==> config.mk <==
export PLATFORM = sky130hd
export DESIGN_NAME = pio_port_ctrl
export DESIGN_NICKNAME = d
export VERILOG_FILES = /design/src/rtl/pio_port_pkg.sv /design/src/rtl/pio_port_regs.sv /design/src/rtl/pio_pin_mux.sv /design/src/rtl/pio_port_ctrl.sv
export SDC_FILE = /design/constraint.sdc
export NUM_CORES = 1
export LEC_CHECK = 0
export ABC_AREA = 1
export BUFFER_PORTS_ARGS = -buffer_cell sky130_fd_sc_hd__buf_4
export CORE_MARGIN = 4
export CORE_UTILIZATION = 53
export CTS_BUF_LIST = sky130_fd_sc_hd__clkbuf_2 sky130_fd_sc_hd__clkbuf_4 sky130_fd_sc_hd__clkbuf_8
export CTS_CLUSTER_SIZE = 40
export DETAILED_ROUTE_END_ITERATION = 12
export GPL_TIMING_DRIVEN = 0
export PLACE_DENSITY_LB_ADDON = 0.12
export SYNTH_ARGS = -nofsm -noshare
export SYNTH_HDL_FRONTEND = slang
export SYNTH_SLANG_ARGS = --single-unit
==> constraint.sdc <==
create_clock -name clk -period 1.2 [get_ports clk]
set_input_delay 0.06 -clock clk [delete_from_list [all_inputs] [get_ports clk]]
set_output_delay 0.06 -clock clk [all_outputs]
set_load 0.005 [all_outputs]
==> src/rtl/pio_port_pkg.sv <==
package pio_port_pkg;
    localparam int REG_AW = 3;

    typedef enum logic [REG_AW-1:0] {
        SEL_ASSIGN = 3'd0,
        SEL_OPTION = 3'd1,
        SEL_DIR    = 3'd2,
        SEL_OPENDR = 3'd3,
        SEL_DATA   = 3'd4
    } reg_sel_e;
endpackage

==> src/rtl/pio_port_regs.sv <==
module pio_port_regs
    import pio_port_pkg::*;
#(
    parameter int N = 8
) (
    input  logic              clk,
    input  logic              rst_n,
    input  logic              we,
    input  logic [REG_AW-1:0] addr,
    input  logic [N-1:0]      wdata,
    input  logic [N-1:0]      pin_lvl,
    output logic [N-1:0]      rdata,
    output logic [N-1:0]      asg_q,
    output logic [N-1:0]      opt_q,
    output logic [N-1:0]      dir_q,
    output logic [N-1:0]      odn_q,
    output logic [N-1:0]      dat_q
);
    typedef struct packed {
        logic [N-1:0] asg;
        logic [N-1:0] opt;
        logic [N-1:0] dir;
        logic [N-1:0] odn;
        logic [N-1:0] dat;
    } regs_t;

    regs_t        st_d, st_q;
    logic [N-1:0] gpo_mask;

    always_comb begin
        st_d = st_q;
        if (we) begin
            case (reg_sel_e'(addr))
                SEL_ASSIGN: st_d.asg = wdata;
                SEL_OPTION: st_d.opt = wdata;
                SEL_DIR:    st_d.dir = wdata;
                SEL_OPENDR: st_d.odn = wdata;
                SEL_DATA:   st_d.dat = wdata;
                default:    ;
            endcase
        end
    end

    always_ff @(posedge clk) begin
        if (!rst_n) st_q <= '0;
        else        st_q <= st_d;
    end

    assign asg_q    = st_q.asg;
    assign opt_q    = st_q.opt;
    assign dir_q    = st_q.dir;
    assign odn_q    = st_q.odn;
    assign dat_q    = st_q.dat;
    assign gpo_mask = ~st_q.asg & st_q.dir;

    always_comb begin
        case (reg_sel_e'(addr))
            SEL_ASSIGN: rdata = st_q.asg;
            SEL_OPTION: rdata = st_q.opt;
            SEL_DIR:    rdata = st_q.dir;
            SEL_OPENDR: rdata = st_q.odn;
            SEL_DATA:   rdata = (st_q.dat & gpo_mask) | (pin_lvl & ~gpo_mask);
            default:    rdata = '0;
        endcase
    end

    AST_DIR_WRITE_LANDS: assert property (@(posedge clk) disable iff (!rst_n)
        (we && addr == SEL_DIR) |=> (dir_q == $past(wdata)))
        else $error("direction write lost");
    AST_BAD_ADDR_NO_EFFECT: assert property (@(posedge clk) disable iff (!rst_n)
        (we && addr > 3'd4) |=> $stable(st_q))
        else $error("write to unused address changed state");
endmodule

==> src/rtl/pio_pin_mux.sv <==
module pio_pin_mux #(
    parameter int           N      = 8,
    parameter logic [N-1:0] DFLT_A = '0,
    parameter logic [N-1:0] DFLT_B = '0
) (
    input  logic [N-1:0] asg,
    input  logic [N-1:0] opt,
    input  logic [N-1:0] dir,
    input  logic [N-1:0] odn,
    input  logic [N-1:0] dat,
    input  logic [N-1:0] pad_in,
    input  logic [N-1:0] fa_out,
    input  logic [N-1:0] fb_out,
    output logic [N-1:0] pad_out,
    output logic [N-1:0] pad_oe,
    output logic [N-1:0] fa_in,
    output logic [N-1:0] fb_in
);
    for (genvar i = 0; i < N; i++) begin : g_pin
        logic drv_val;
        logic route_a, route_b;

        always_comb begin
            if (asg[i]) drv_val = opt[i] ? fb_out[i] : fa_out[i];
            else        drv_val = dat[i];
        end

        always_comb begin
            if (odn[i]) begin
                pad_out[i] = 1'b0;
                pad_oe[i]  = dir[i] & ~drv_val;
            end else begin
                pad_out[i] = drv_val;
                pad_oe[i]  = dir[i];
            end
        end

        assign route_a  = asg[i] & ~opt[i] & ~dir[i];
        assign route_b  = asg[i] &  opt[i] & ~dir[i];
        assign fa_in[i] = route_a ? pad_in[i] : DFLT_A[i];
        assign fb_in[i] = route_b ? pad_in[i] : DFLT_B[i];
    end
endmodule

==> src/rtl/pio_port_ctrl.sv <==
module pio_port_ctrl
    import pio_port_pkg::*;
#(
    parameter int           N      = 8,
    parameter logic [N-1:0] DFLT_A = 8'hA5,
    parameter logic [N-1:0] DFLT_B = 8'h3C
) (
    input  logic              clk,
    input  logic              rst_n,
    input  logic              reg_we,
    input  logic [REG_AW-1:0] reg_addr,
    input  logic [N-1:0]      reg_wdata,
    output logic [N-1:0]      reg_rdata,
    input  logic [N-1:0]      pad_in,
    output logic [N-1:0]      pad_out,
    output logic [N-1:0]      pad_oe,
    input  logic [N-1:0]      func_a_out,
    input  logic [N-1:0]      func_b_out,
    output logic [N-1:0]      func_a_in,
    output logic [N-1:0]      func_b_in
);
    logic [N-1:0] asg_q, opt_q, dir_q, odn_q, dat_q;

    pio_port_regs #(.N(N)) u_regs (
        .clk(clk), .rst_n(rst_n), .we(reg_we), .addr(reg_addr),
        .wdata(reg_wdata), .pin_lvl(pad_in), .rdata(reg_rdata),
        .asg_q(asg_q), .opt_q(opt_q), .dir_q(dir_q), .odn_q(odn_q), .dat_q(dat_q)
    );

    pio_pin_mux #(.N(N), .DFLT_A(DFLT_A), .DFLT_B(DFLT_B)) u_mux (
        .asg(asg_q), .opt(opt_q), .dir(dir_q), .odn(odn_q), .dat(dat_q),
        .pad_in(pad_in), .fa_out(func_a_out), .fb_out(func_b_out),
        .pad_out(pad_out), .pad_oe(pad_oe), .fa_in(func_a_in), .fb_in(func_b_in)
    );

    AST_OE_NEEDS_OUTPUT: assert property (@(posedge clk) disable iff (!rst_n)
        (pad_oe & ~dir_q) == '0)
        else $error("pad driven on an input pin");
    AST_OPENDRAIN_NO_HIGH: assert property (@(posedge clk) disable iff (!rst_n)
        (odn_q & pad_out) == '0)
        else $error("open-drain pin drives high");
    AST_GPO_FOLLOWS_DATA: assert property (@(posedge clk) disable iff (!rst_n)
        ((pad_out ^ dat_q) & ~asg_q & dir_q & ~odn_q) == '0)
        else $error("general-purpose output differs from data");
    AST_UNROUTED_A_DEFAULT: assert property (@(posedge clk) disable iff (!rst_n)
        ((func_a_in ^ DFLT_A) & ~(asg_q & ~opt_q & ~dir_q)) == '0)
        else $error("unrouted input A not at default");
    AST_UNROUTED_B_DEFAULT: assert property (@(posedge clk) disable iff (!rst_n)
        ((func_b_in ^ DFLT_B) & ~(asg_q & opt_q & ~dir_q)) == '0)
        else $error("unrouted input B not at default");
endmodule

==> results.py <==
metrics = {
    "yosys": {
        "yosys-top-cells-area": "dfxtp_1 (31%), nand2_1 (17%), nor2_1 (13%)",
        "synth_area_um2": 2580,
        "ys_types": 21,
        "synth_compound_area_share_pct": 3.29,
        "ys_seq_elements": 40,
        "synth_top_cell_by_area": "dfxtp_1",
        "synth.top_cell.area_share_pct": 31.0,
        "syn_inst": 448,
        "synth_xor_area_share_pct": 0,
        "synth_adder_area_share_pct": 0,
        "synth_top_family_by_area": "simple AND/OR/NAND/NOR gates",
        "avgSynthCellArea_um2": 5.77,
        "yosys.area_share.simple_pct": 52.5,
        "synthMuxAreaShare_pct": 0,
        "yosysSeqAreaShare_pct": 31.0,
        "yosys_warnings": 0,
        "syn-num-nets": 486,
    },
    "timing": {
        "rsz0062_at_grt": "yes",
        "slew_viol_final": 0,
        "setup_viol": 10,
        "hold_viol": 0,
        "fin_crit_sh_pct": 105,
        "fmax_mhz": 797,
        "fin_ws_ns": -0.0541,
        "period_needed_ns": 1.25,
        "tightest_slew_ns": 0.640,
        "skew_ns": 0,
        "maxSlewHeadroom_pct": 57.3,
    },
    "global_route": {
        "grt_pass1_wl_mm": 14.1,
        "grt_overflow_total": 0,
        "grt_util_all_layers_pct": 29.2,
        "grt_max_degree": 12,
        "grt_pass1_vias": 3014,
        "antenna_found_initial": 0,
    },
    "floorplanning": {
        "start_util_pct": 54.7,
        "die-area_um2": 6060,
        "ioPinCount": 78,
        "coreArea_um2": 4720,
        "fp.dieH_um": 77.8,
        "std_cell_rows": 25,
        "die_x_um": 77.8,
    },
    "worst_setup_path": {
        "cp_common_cell": "nand2_1",
        "crit_chain": "nand4_1, nand2_1, nor2_1, nand2_1, buf_4",
        "cp_top_family": "flip-flops",
        "crit_required_ns": 1.14,
        "startpoint_type": "flip-flop",
        "r2r_slack_ns": 0.33,
        "critPathMaxFanout": 6,
        "crit_path_top_delay_cell": "dfxtp_4",
        "worst-path-buf-inv": 1,
        "max_stage_delay_ns": 0.39,
        "endpoint_kind": "primary output",
        "cp.arrival_ns": 1.19,
        "worstSetupPathType": "reg -> out",
    },
    "outcome": {
        "violations": "negative setup slack",
        "status": "complete, but fails checks",
    },
    "cells_and_area": {
        "antennaDiodeCount": 0,
        "final_nets": 576,
        "stdcell_area_um2": 3790,
        "fill_cells": 360,
        "syn2layout_area_growth_pct": 46.6,
        "layout_commonest_cell": "nand2_1",
        "drive_above_1_share_pct": 40.3,
        "final_cell_mix": "nand2_1 (104), nor2_1 (89), buf_4 (80)",
        "post-route-util_pct": 80.2,
    },
    "detailed_routing": {
        "num_vias": 3330,
        "viasPerCell": 5.50,
        "initialDrtViolationCount": 365,
        "drc": 0,
        "drt_wl_total_mm": 9.64,
        "wl_per_cell_um": 15.9,
        "final_antenna_net_count": 0,
        "dr.pass1.iters": 5,
    },
    "power": {
        "pwr-share-seq_pct": 46.5,
        "swShare_pct": 30.2,
        "p_leak_uw": 0.00199,
        "power_density_nw_per_um2": 809,
        "p_int_uw": 2140,
        "p_total_uw": 3070,
        "clockPowerShare_pct": 32.0,
        "p_comb_share_pct": 21.4,
        "ir_drop_v": 0.000760,
        "switchingPower_uw": 927,
    },
    "clocking": {
        "clkTransAtPathRegs_ns": 0.08,
        "cts_max_level": 2,
        "clockBufferDepth": 2,
        "cts_num_sinks": 40,
        "cts_tree": "yes",
        "cts_buffers": 5,
        "cts_root_buf": "clkbuf_8",
        "insertion_delay_ns": 0.29,
        "cts_hold_buf": 0,
    },
    "job": {
        "maxCapViolations": 0,
    },
    "placed_design": {
        "place.gp.congestion": 0.902,
        "post_dp_cell_area_um2": 3230,
        "port_buffers": 75,
        "dp_hpwl_mm": 5.90,
    },
    "hold_path": {
        "holdCritPathClass": "in -> reg",
    },
}
## synthesized netlist by cell type
cell type,instances
a21oi_1,9
buf_1,2
buf_2,6
buf_4,2
buf_6,1
clkbuf_1,6
dfxtp_1,40
inv_1,66
inv_2,2
nand2_1,114
nand2_2,1
nand3_1,55
nand3_2,2
nand4_1,31
nand4_2,1
nor2_1,90
nor2_2,2
nor2_4,1
nor3_2,1
nor4_1,8
o21ai_0,8
## power groups by stage
stage,Clock [uW],Combinational [uW],Sequential (uW)
floorplan,0,290,1440
CTS,972,587,1420
finish,983,657,1430
global route,1050,713,1430
detailed placement,0,552,1450
global placement,0,540,1450
## state kept, by name, summed over array words and instances (netlist names)
signal	flops
u_regs.opt_q	8
u_regs.asg_q	8
u_regs.odn_q	8
u_regs.dir_q	8
u_regs.dat_q	8
## worst reg2reg max path: stages, from the launching register on
cell and delay (ns):
dfxtp_4 0.40, inv_4 0.06, buf_4 0.13, nand2_1 0.06, nand2_1 0.05, nor2_1 0.10
## cell families (layout without fill, tap and decap cells)
family / count (synthesis) / after routing
AOI/OAI and AO/OA: 17 / 17
buffers and inverters: 85 / 176
DFF: 40 / 40
and+or+nand+nor: 306 / 306
## per-stage QoR
stage	hold WS [ns]	TNS, ns	cells	setup WS [ns]
after detailed placement	0.337	-4.09	590	-0.285
after global routing	0.0329	-1.19	606	-0.116
after floorplan	0.195	0	448	0.257
final	0.0330	-0.257	606	-0.0541
after global placement	0.326	-3.77	590	-0.287
after CTS	0.0326	-0.0258	601	-0.0211
## routing by layer
layer	global-route usage, %	vias up	wire length, um	part of all wire, %
li1	-	1617	-	-
met5	0	-	0	0
met3	4.99	32	884	9.2
met1	35.8	1493	3720	39
met2	51.1	188	4770	50
met4	10.1	0	259	2.7
## final cells by class
cell class,instances,area (um2),share of cell area [%]
multi-input cells,323,1700,44.8
flip-flops and latches,40,878,23.2
repair buffers,83,646,17.0
inverters,68,288,7.59
clock buffers,8,97.6,2.58
plain buffers,17,97.6,2.58
well taps,67,83.8,2.21
## final timing paths
| check | to | cells past startpoint | start |
|---|---|---|---|
| setup / recovery | reg_rdata[6] | 5 | u_regs.dir_q[6] |
| hold / removal | u_regs.dat_q[1] | 3 | reg_wdata[1] |
| setup reg to reg | u_regs.asg_q[4] | 5 | u_regs.asg_q[4] |
| hold reg to reg | u_regs.dir_q[2] | 2 | u_regs.dir_q[2] |
## repair_timing
action	in CTS	in global routing
resized for setup	82	78
pin swaps	10	35
setup buffers	3	5
endpoints found under the setup margin	32	32
Power figures use the tool's default switching activity.
